## src/rtl/i2s_pkg.sv

```systemverilog
package i2s_pkg;

    localparam int SAMPLE_W = 16;

    typedef enum logic [1:0] {
        ENG_IDLE    = 2'd0,
        ENG_SCLK_LO = 2'd1,
        ENG_SCLK_HI = 2'd2
    } eng_state_t;

endpackage

```

## src/rtl/i2s_prescaler.sv

```systemverilog
module i2s_prescaler #(
    parameter int DW = 5
) (
    input  logic          clk,
    input  logic          rst_n,
    input  logic [DW-1:0] div,
    output logic          tick
);

    logic [DW-1:0] cnt_q;

    always_ff @(posedge clk or negedge rst_n) begin
        if (!rst_n) begin
            cnt_q <= '0;
            tick  <= 1'b0;
        end else if (cnt_q >= div) begin
            cnt_q <= '0;
            tick  <= 1'b1;
        end else begin
            cnt_q <= cnt_q + 1'b1;
            tick  <= 1'b0;
        end
    end

    // with a nonzero divisor two pulses are never adjacent
    a_r1_tick_gap: assert property (@(posedge clk) disable iff (!rst_n)
        (tick && div != '0) |=> !tick);

endmodule

```

## src/rtl/i2s_fifo.sv

```systemverilog
module i2s_fifo #(
    parameter int W     = 16,
    parameter int DEPTH = 32
) (
    input  logic         clk,
    input  logic         rst_n,
    input  logic         push,
    input  logic [W-1:0] push_data,
    input  logic         pop,
    output logic [W-1:0] head,
    output logic         empty,
    output logic         full
);

    localparam int AW = $clog2(DEPTH);

    logic [W-1:0]  mem [DEPTH];
    logic [AW-1:0] wp_q, rp_q;
    logic [AW:0]   cnt_q;
    logic          push_ok, pop_ok;

    assign empty   = (cnt_q == '0);
    assign full    = (cnt_q == (AW+1)'(DEPTH));
    assign push_ok = push && !full;
    assign pop_ok  = pop && !empty;
    assign head    = mem[rp_q];

    always_ff @(posedge clk) begin
        if (push_ok) mem[wp_q] <= push_data;
    end

    always_ff @(posedge clk or negedge rst_n) begin
        if (!rst_n) begin
            wp_q  <= '0;
            rp_q  <= '0;
            cnt_q <= '0;
        end else begin
            if (push_ok) wp_q <= wp_q + 1'b1;
            if (pop_ok)  rp_q <= rp_q + 1'b1;
            cnt_q <= cnt_q + (AW+1)'(push_ok) - (AW+1)'(pop_ok);
        end
    end

    // a full queue stays full while only writes arrive
    a_r11_full_holds: assert property (@(posedge clk) disable iff (!rst_n)
        (full && push && !pop) |=> full);

    // an empty queue stays empty without a write
    a_r8_empty_holds: assert property (@(posedge clk) disable iff (!rst_n)
        (empty && !push) |=> empty);

endmodule

```

## src/rtl/i2s_chan_engine.sv

```systemverilog
module i2s_chan_engine
    import i2s_pkg::*;
#(
    parameter int W         = SAMPLE_W,
    parameter int SLOT_BITS = 16
) (
    input  logic         clk,
    input  logic         rst_n,
    input  logic         run,
    input  logic         bit_tick,
    input  logic         sd_in,
    input  logic         tx_empty,
    input  logic [W-1:0] tx_head,
    output logic         tx_pop,
    output logic         rx_push,
    output logic [W-1:0] rx_word,
    output logic         sclk,
    output logic         lrck,
    output logic         sd_out
);

    localparam int CW = $clog2(SLOT_BITS);

    eng_state_t    st_q, st_d;
    logic [CW-1:0] bit_q, bit_d, bit_nx;
    logic          lr_q, lr_d;
    logic          primed_q, primed_d;
    logic [W-1:0]  tx_sh_q, tx_sh_d;
    logic [W-1:0]  rx_sh_q, rx_sh_d;

    assign bit_nx = (bit_q == CW'(SLOT_BITS-1)) ? '0 : bit_q + 1'b1;

    // state and datapath registers
    always_ff @(posedge clk or negedge rst_n) begin
        if (!rst_n) begin
            st_q     <= ENG_IDLE;
            bit_q    <= '0;
            lr_q     <= 1'b0;
            primed_q <= 1'b0;
            tx_sh_q  <= '0;
            rx_sh_q  <= '0;
        end else begin
            st_q     <= st_d;
            bit_q    <= bit_d;
            lr_q     <= lr_d;
            primed_q <= primed_d;
            tx_sh_q  <= tx_sh_d;
            rx_sh_q  <= rx_sh_d;
        end
    end

    // transitions and per-edge actions
    always_comb begin
        st_d     = st_q;
        bit_d    = bit_q;
        lr_d     = lr_q;
        primed_d = primed_q;
        tx_sh_d  = tx_sh_q;
        rx_sh_d  = rx_sh_q;
        tx_pop   = 1'b0;
        rx_push  = 1'b0;
        rx_word  = {rx_sh_q[W-2:0], sd_in};
        if (!run) begin
            st_d     = ENG_IDLE;
            bit_d    = '0;
            lr_d     = 1'b0;
            primed_d = 1'b0;
            tx_sh_d  = '0;
        end else if (bit_tick) begin
            unique case (st_q)
                ENG_IDLE: begin
                    st_d  = ENG_SCLK_LO;
                    bit_d = '0;
                    lr_d  = 1'b0;
                end
                ENG_SCLK_LO: begin
                    st_d    = ENG_SCLK_HI;
                    rx_sh_d = rx_word;
                    if (bit_q == '0 && primed_q) rx_push = 1'b1;
                    if (bit_q == CW'(1))         primed_d = 1'b1;
                end
                ENG_SCLK_HI: begin
                    st_d  = ENG_SCLK_LO;
                    bit_d = bit_nx;
                    if (bit_nx == '0) lr_d = ~lr_q;
                    if (bit_nx == CW'(1)) begin
                        tx_pop  = !tx_empty;
                        tx_sh_d = tx_empty ? '0 : tx_head;
                    end else begin
                        tx_sh_d = {tx_sh_q[W-2:0], 1'b0};
                    end
                end
                default: st_d = ENG_IDLE;
            endcase
        end
    end

    // pin outputs
    always_comb begin
        sclk   = (st_q == ENG_SCLK_HI);
        lrck   = lr_q;
        sd_out = tx_sh_q[W-1];
    end

    // bit clock moves only after a master pulse while running
    a_r3_sclk_on_tick: assert property (@(posedge clk) disable iff (!rst_n)
        ($past(run) && !$stable(sclk)) |-> $past(bit_tick));

    // word select changes only with a falling bit clock while running
    a_r4_lrck_on_fall: assert property (@(posedge clk) disable iff (!rst_n)
        ($past(run) && !$stable(lrck)) |-> $fell(sclk));

    // stopping drops the bit clock on the next edge
    a_r12_stop_idle: assert property (@(posedge clk) disable iff (!rst_n)
        !run |=> !sclk);

endmodule

```

## src/rtl/i2s_master_xcvr.sv

```systemverilog
module i2s_master_xcvr
    import i2s_pkg::*;
#(
    parameter int DIV_W      = 5,
    parameter int FIFO_BYTES = 64
) (
    input  logic                clk,
    input  logic                rst_n,
    input  logic                run,
    input  logic [DIV_W-1:0]    mclk_div,
    input  logic [DIV_W-1:0]    cdclk_div,
    input  logic                tx_wr,
    input  logic [SAMPLE_W-1:0] tx_data,
    output logic                tx_ready,
    output logic                tx_full,
    input  logic                rx_rd,
    output logic [SAMPLE_W-1:0] rx_data,
    output logic                rx_avail,
    output logic                rx_ready,
    output logic                rx_overrun,
    input  logic                overrun_clr,
    output logic                sclk,
    output logic                lrck,
    output logic                sd_out,
    input  logic                sd_in,
    output logic                cdclk
);

    localparam int DEPTH  = FIFO_BYTES / (SAMPLE_W / 8);
    localparam int N_DIVS = 2;

    logic [N_DIVS-1:0][DIV_W-1:0] div_set;
    logic [N_DIVS-1:0]            ticks;
    logic                         tx_empty, tx_pop;
    logic [SAMPLE_W-1:0]          tx_head;
    logic                         rx_empty, rx_full, rx_push;
    logic [SAMPLE_W-1:0]          rx_word;
    logic                         ovr_q, cd_q;

    assign div_set[0] = mclk_div;
    assign div_set[1] = cdclk_div;

    for (genvar g = 0; g < N_DIVS; g++) begin : g_div
        i2s_prescaler #(.DW(DIV_W)) u_div (
            .clk   (clk),
            .rst_n (rst_n),
            .div   (div_set[g]),
            .tick  (ticks[g])
        );
    end

    i2s_fifo #(.W(SAMPLE_W), .DEPTH(DEPTH)) u_tx_q (
        .clk       (clk),
        .rst_n     (rst_n),
        .push      (tx_wr),
        .push_data (tx_data),
        .pop       (tx_pop),
        .head      (tx_head),
        .empty     (tx_empty),
        .full      (tx_full)
    );

    i2s_fifo #(.W(SAMPLE_W), .DEPTH(DEPTH)) u_rx_q (
        .clk       (clk),
        .rst_n     (rst_n),
        .push      (rx_push),
        .push_data (rx_word),
        .pop       (rx_rd),
        .head      (rx_data),
        .empty     (rx_empty),
        .full      (rx_full)
    );

    i2s_chan_engine #(.W(SAMPLE_W), .SLOT_BITS(16)) u_eng (
        .clk      (clk),
        .rst_n    (rst_n),
        .run      (run),
        .bit_tick (ticks[0]),
        .sd_in    (sd_in),
        .tx_empty (tx_empty),
        .tx_head  (tx_head),
        .tx_pop   (tx_pop),
        .rx_push  (rx_push),
        .rx_word  (rx_word),
        .sclk     (sclk),
        .lrck     (lrck),
        .sd_out   (sd_out)
    );

    always_ff @(posedge clk or negedge rst_n) begin
        if (!rst_n) begin
            ovr_q <= 1'b0;
            cd_q  <= 1'b0;
        end else begin
            if (rx_push && rx_full) ovr_q <= 1'b1;
            else if (overrun_clr)   ovr_q <= 1'b0;
            if (ticks[1]) cd_q <= ~cd_q;
        end
    end

    assign tx_ready   = !tx_empty;
    assign rx_avail   = !rx_empty;
    assign rx_ready   = !rx_full;
    assign rx_overrun = ovr_q;
    assign cdclk      = cd_q;

    // overrun flag is sticky until cleared
    a_r10_sticky: assert property (@(posedge clk) disable iff (!rst_n)
        (rx_overrun && !overrun_clr) |=> rx_overrun);

    // a word arriving at a full queue raises the flag
    a_r10_sets: assert property (@(posedge clk) disable iff (!rst_n)
        (rx_push && rx_full) |=> rx_overrun);

endmodule

```

## config.mk

```make
export PLATFORM = sky130hd
export DESIGN_NAME = i2s_master_xcvr
export DESIGN_NICKNAME = d
export VERILOG_FILES = /design/src/rtl/i2s_pkg.sv /design/src/rtl/i2s_prescaler.sv /design/src/rtl/i2s_fifo.sv /design/src/rtl/i2s_chan_engine.sv /design/src/rtl/i2s_master_xcvr.sv
export SDC_FILE = /design/constraint.sdc
export NUM_CORES = 1
export LEC_CHECK = 0
export CAP_MARGIN = 15
export CORE_MARGIN = 2
export CORE_UTILIZATION = 56
export DETAILED_ROUTE_END_ITERATION = 8
export PLACE_DENSITY = 0.79
export SKIP_LAST_GASP = 1
export SYNTH_ARGS = -nofsm -noshare
export SYNTH_HDL_FRONTEND = slang
export SYNTH_SLANG_ARGS = --single-unit
```

## constraint.sdc

```tcl
create_clock -name clk -period 3.1 [get_ports clk]
set_input_delay 0.93 -clock clk [delete_from_list [all_inputs] [get_ports clk]]
set_output_delay 0.93 -clock clk [all_outputs]
set_load 0.05 [all_outputs]
```

==> impl_metrics.env <==
export IMPL_place_congestion=0.893
export IMPL_io_buffer_count=57
export IMPL_wl_per_cell_microns=29.8
export IMPL_finClkSkew_ns=0.0580
export IMPL_die_w_microns=283
export IMPL_num_vias=22500
export IMPL_syn_area_per_cell_sq_um=20.9
export IMPL_rows=102
export IMPL_grt_total_usage_pct=26.2
export IMPL_cpPeakStageDelay_ns=0.53
export IMPL_crit_buf_inv=4
export IMPL_cts_hold_buf=0
export IMPL_fmax_mhz=248
export IMPL_dr_first_iter_drc_count=2607
export IMPL_synth_edf_count=1024
export IMPL_setup_tns_ns=-14.09
export IMPL_async_reset_ff_share_pct=7.66
export IMPL_setup_viol=16
export IMPL_clk_path_buf_depth=3
export IMPL_cts_tree="yes"
export IMPL_grt_max_degree=39
export IMPL_required_ns=2.17
export IMPL_gr_total_overflow=0
export IMPL_vias_per_cell=6.46
export IMPL_finalCritPeriodShare_pct=130
export IMPL_cp_slowest_cell="dfrtp_4"
export IMPL_start_util_pct=56.3
export IMPL_dr_pass1_iters=5
export IMPL_antenna_found_initial=2
export IMPL_hold_viol=0
export IMPL_cts_sinks=1109
export IMPL_critPathCaptureType="output port"
export IMPL_dpl_hpwl_microns=60500
export IMPL_relSlewSlack_pct=19.8
export IMPL_dp_slack_ns=-0.347
export IMPL_critPathTopFamily="multiplexers"
export IMPL_power_per_cell_area_nw_per_um2=777
export IMPL_nets=2446
export IMPL_path_class="reg2out"
export IMPL_clockRootBuffer="clkbuf_16"
export IMPL_r2r_start="u_rx_q.cnt_q[3]"
export IMPL_syn_nets=2160
export IMPL_ys_flop_type="edfxtp_1"
export IMPL_maxCapViolCount=0
export IMPL_grt_pass1_vias=23100
export IMPL_clock_latency_ns=0.70
export IMPL_drc_errors=0
export IMPL_startpoint_type="flop"
export IMPL_yosysUniqueCellTypes=51
export IMPL_min_path_type="in2async"
export IMPL_failed_checks="negative setup slack"
export IMPL_cts_clk_slew_worst_paths_ns=0.06
export IMPL_r2r_slack_ns=0.37
export IMPL_outcome="complete, but fails checks"
export IMPL_ys_seq_area_share_pct=75.6
export IMPL_timing_final_ws_setup_ns=-0.928
export IMPL_grt_pass1_wl_microns=152000
export IMPL_leakage_nw=17.1
export IMPL_synth_top_area_share_pct=70.7
export IMPL_synth_area_sq_um=43500
export IMPL_routed_wl_microns=104000
export IMPL_area_growth_pct=17.2
export IMPL_synthTopCellsByArea="edfxtp_1 71%, mux4_2 12%, dfrtp_1 4.9%, mux2i_1 2.3%, ha_1 1.3%"
export IMPL_final_layout_size_suffix_gt1_share_pct=28.5
export IMPL_die_height_microns=283
export IMPL_io_pins=58
export IMPL_worst_slew_pin_slew_ns=1.20
export IMPL_period_needed_ns=4.03
export IMPL_rr_endpoint="u_rx_q.cnt_q[4]"
export IMPL_synth_top_area_cell="edfxtp_1"
export IMPL_h_tree_depth=3
export IMPL_ys_seq_elements=1109
export IMPL_path_max_fanout=5
export IMPL_rr_worst_depth=15
export IMPL_vdd_drop_max_uv=617
export IMPL_numCtsBuffers=105
export IMPL_fp_coreArea_sq_um=77200
export IMPL_crit_arrival_ns=3.10
export IMPL_drv_slew=0
export IMPL_holdWs_ns=0.248
export IMPL_yosysWarningCount=0
export IMPL_synth_cells=2081
export IMPL_path_cells="buf_12 -> buf_12 -> buf_6 -> mux4_2 -> mux4_2 -> mux2_4 -> buf_8"
export IMPL_drtAntennaViolNets=0
export IMPL_rsz0062_at_grt="true"
export IMPL_dieArea_sq_um=79900
-- placed cells by master, fill, tap and decap left out, types with 34 or more instances in the layout --
cell type	n
a21oi_1	42
nor2_1	74
inv_1	44
mux4_2	237
clkbuf_16	106
ha_1	44
edfxtp_1	1024
clkdlybuf4s50_1	34
buf_4	157
nand2_1	39
buf_12	58
dfrtp_1	80
mux2i_1	102
-- timing repair --
item                       CTS  global route
setup buffers                6             5
setup endpoints to repair   19            20
resized for setup           28             9
gates cloned                 1             0
-- sequential cells by signal (all words and copies together), names as in the netlist --
register / flops
u_rx_q.mem: 512
u_tx_q.mem: 512
u_eng.tx_sh_q: 16
u_eng.rx_sh_q: 15
g_div.u_div.cnt_q: 10
u_rx_q.cnt_q: 6
u_tx_q.cnt_q: 6
u_rx_q.rp_q: 5
u_rx_q.wp_q: 5
u_tx_q.rp_q: 5
u_tx_q.wp_q: 5
u_eng.bit_q: 4
g_div.u_div.tick: 2
u_eng.st_q: 2
cdclk: 1
rx_overrun: 1
u_eng.lrck: 1
u_eng.primed_q: 1
-- worst max-delay path by stage --
stage | cells after the start | to | slack, ns | start
after CTS | 7 | rx_data[4] | -0.95 | u_rx_q.rp_q[0]
final | 7 | rx_data[11] | -0.93 | u_rx_q.rp_q[0]
after detailed placement | 8 | u_rx_q.mem[4][5] | -0.35 | run
after global routing | 6 | rx_data[3] | -0.96 | u_rx_q.rp_q[0]
after floorplan | 6 | rx_data[10] | 0.02 | u_rx_q.rp_q[0]
after global placement | 15 | u_tx_q.cnt_q[4] | -0.38 | run
-- kinds of logic (layout without fill, tap and decap cells) --
group	Yosys count	count (layout)	synth area share (%)
compound gates	179	179	3.05
xor+xnor	31	31	0.624
fa+ha+maj	46	46	1.36
buf+inv	150	518	1.58
flops	1109	1109	75.6
mux	386	386	15.8
other cells	0	2	0
simple gates	180	180	1.93
-- final cells by class --
type | instances | area (sq um)
Timing Repair Buffer | 283 | 3190
Antenna cell | 2 | 5.00
Clock inverter | 59 | 622
Clock buffer | 130 | 2760
Sequential cell | 1109 | 32900
Fill cell | 4636 | 26300
Inverter | 46 | 173
Multi-Input combinational cell | 822 | 10000
Tap cell | 1040 | 1300
-- metrics by stage --
stage | instances | util [%] | cell area, sq um | total power, mW
finish | 3491 | 66.0 | 51000 | 39.6
global route | 3489 | 66.0 | 51000 | 40.8
global placement | 3279 | 61.1 | 47100 | 26.4
floorplan | 2081 | - | 43500 | 23.7
detailed placement | 3279 | 61.1 | 47100 | 26.7
CTS | 3475 | 65.7 | 50700 | 39.6
-- where the power goes --
part	switching, mW	leakage (nW)	internal, mW	total [mW]
clock network	5.57	1.65	7.10	12.7
logic	4.72	4.89	4.53	9.24
registers	0.594	10.5	17.1	17.7
total	10.9	17.1	28.7	39.6
-- cells in the mapped netlist, drive strengths merged (9+ instances only) --
cell       n
edfxtp  1024
mux4     237
mux2i    102
dfrtp     85
nor2      80
clkbuf    54
buf       50
mux2      47
ha        44
inv       44
a21oi     42
nand2     41
a221oi    31
o221ai    29
o21ai     22
xnor2     20
a221o     15
nand3     14
a211oi    12
a21o      11
xor2      11
nand3b     9
-- worst reg2reg max path, cell delays in order (launching register included) --
cell     delay [ns]
dfrtp_1        0.38
inv_1          0.09
ha_1           0.16
nor3b_4        0.23
nand2_2        0.12
and2_1         0.21
ha_1           0.31
inv_1          0.06
ha_1           0.17
inv_1          0.06
fa_1           0.41
inv_1          0.07
a21oi_1        0.07
nor2_1         0.09
nor2_1         0.06
xnor2_1        0.12
-- per-layer routing --
| layer | vias to the layer above | share of wire (%) | global-route usage (%) | wire, microns |
|---|---|---|---|---|
| li1 | 9164 | - | - | - |
| met1 | 11800 | 36 | 34.4 | 37800 |
| met2 | 1322 | 52 | 44.6 | 53800 |
| met3 | 228 | 8.5 | 4.53 | 8790 |
| met4 | 0 | 3.5 | 9.18 | 3680 |
| met5 | - | 0 | 0 | 0 |
No activity file was read; power rests on OpenSTA's default activity.
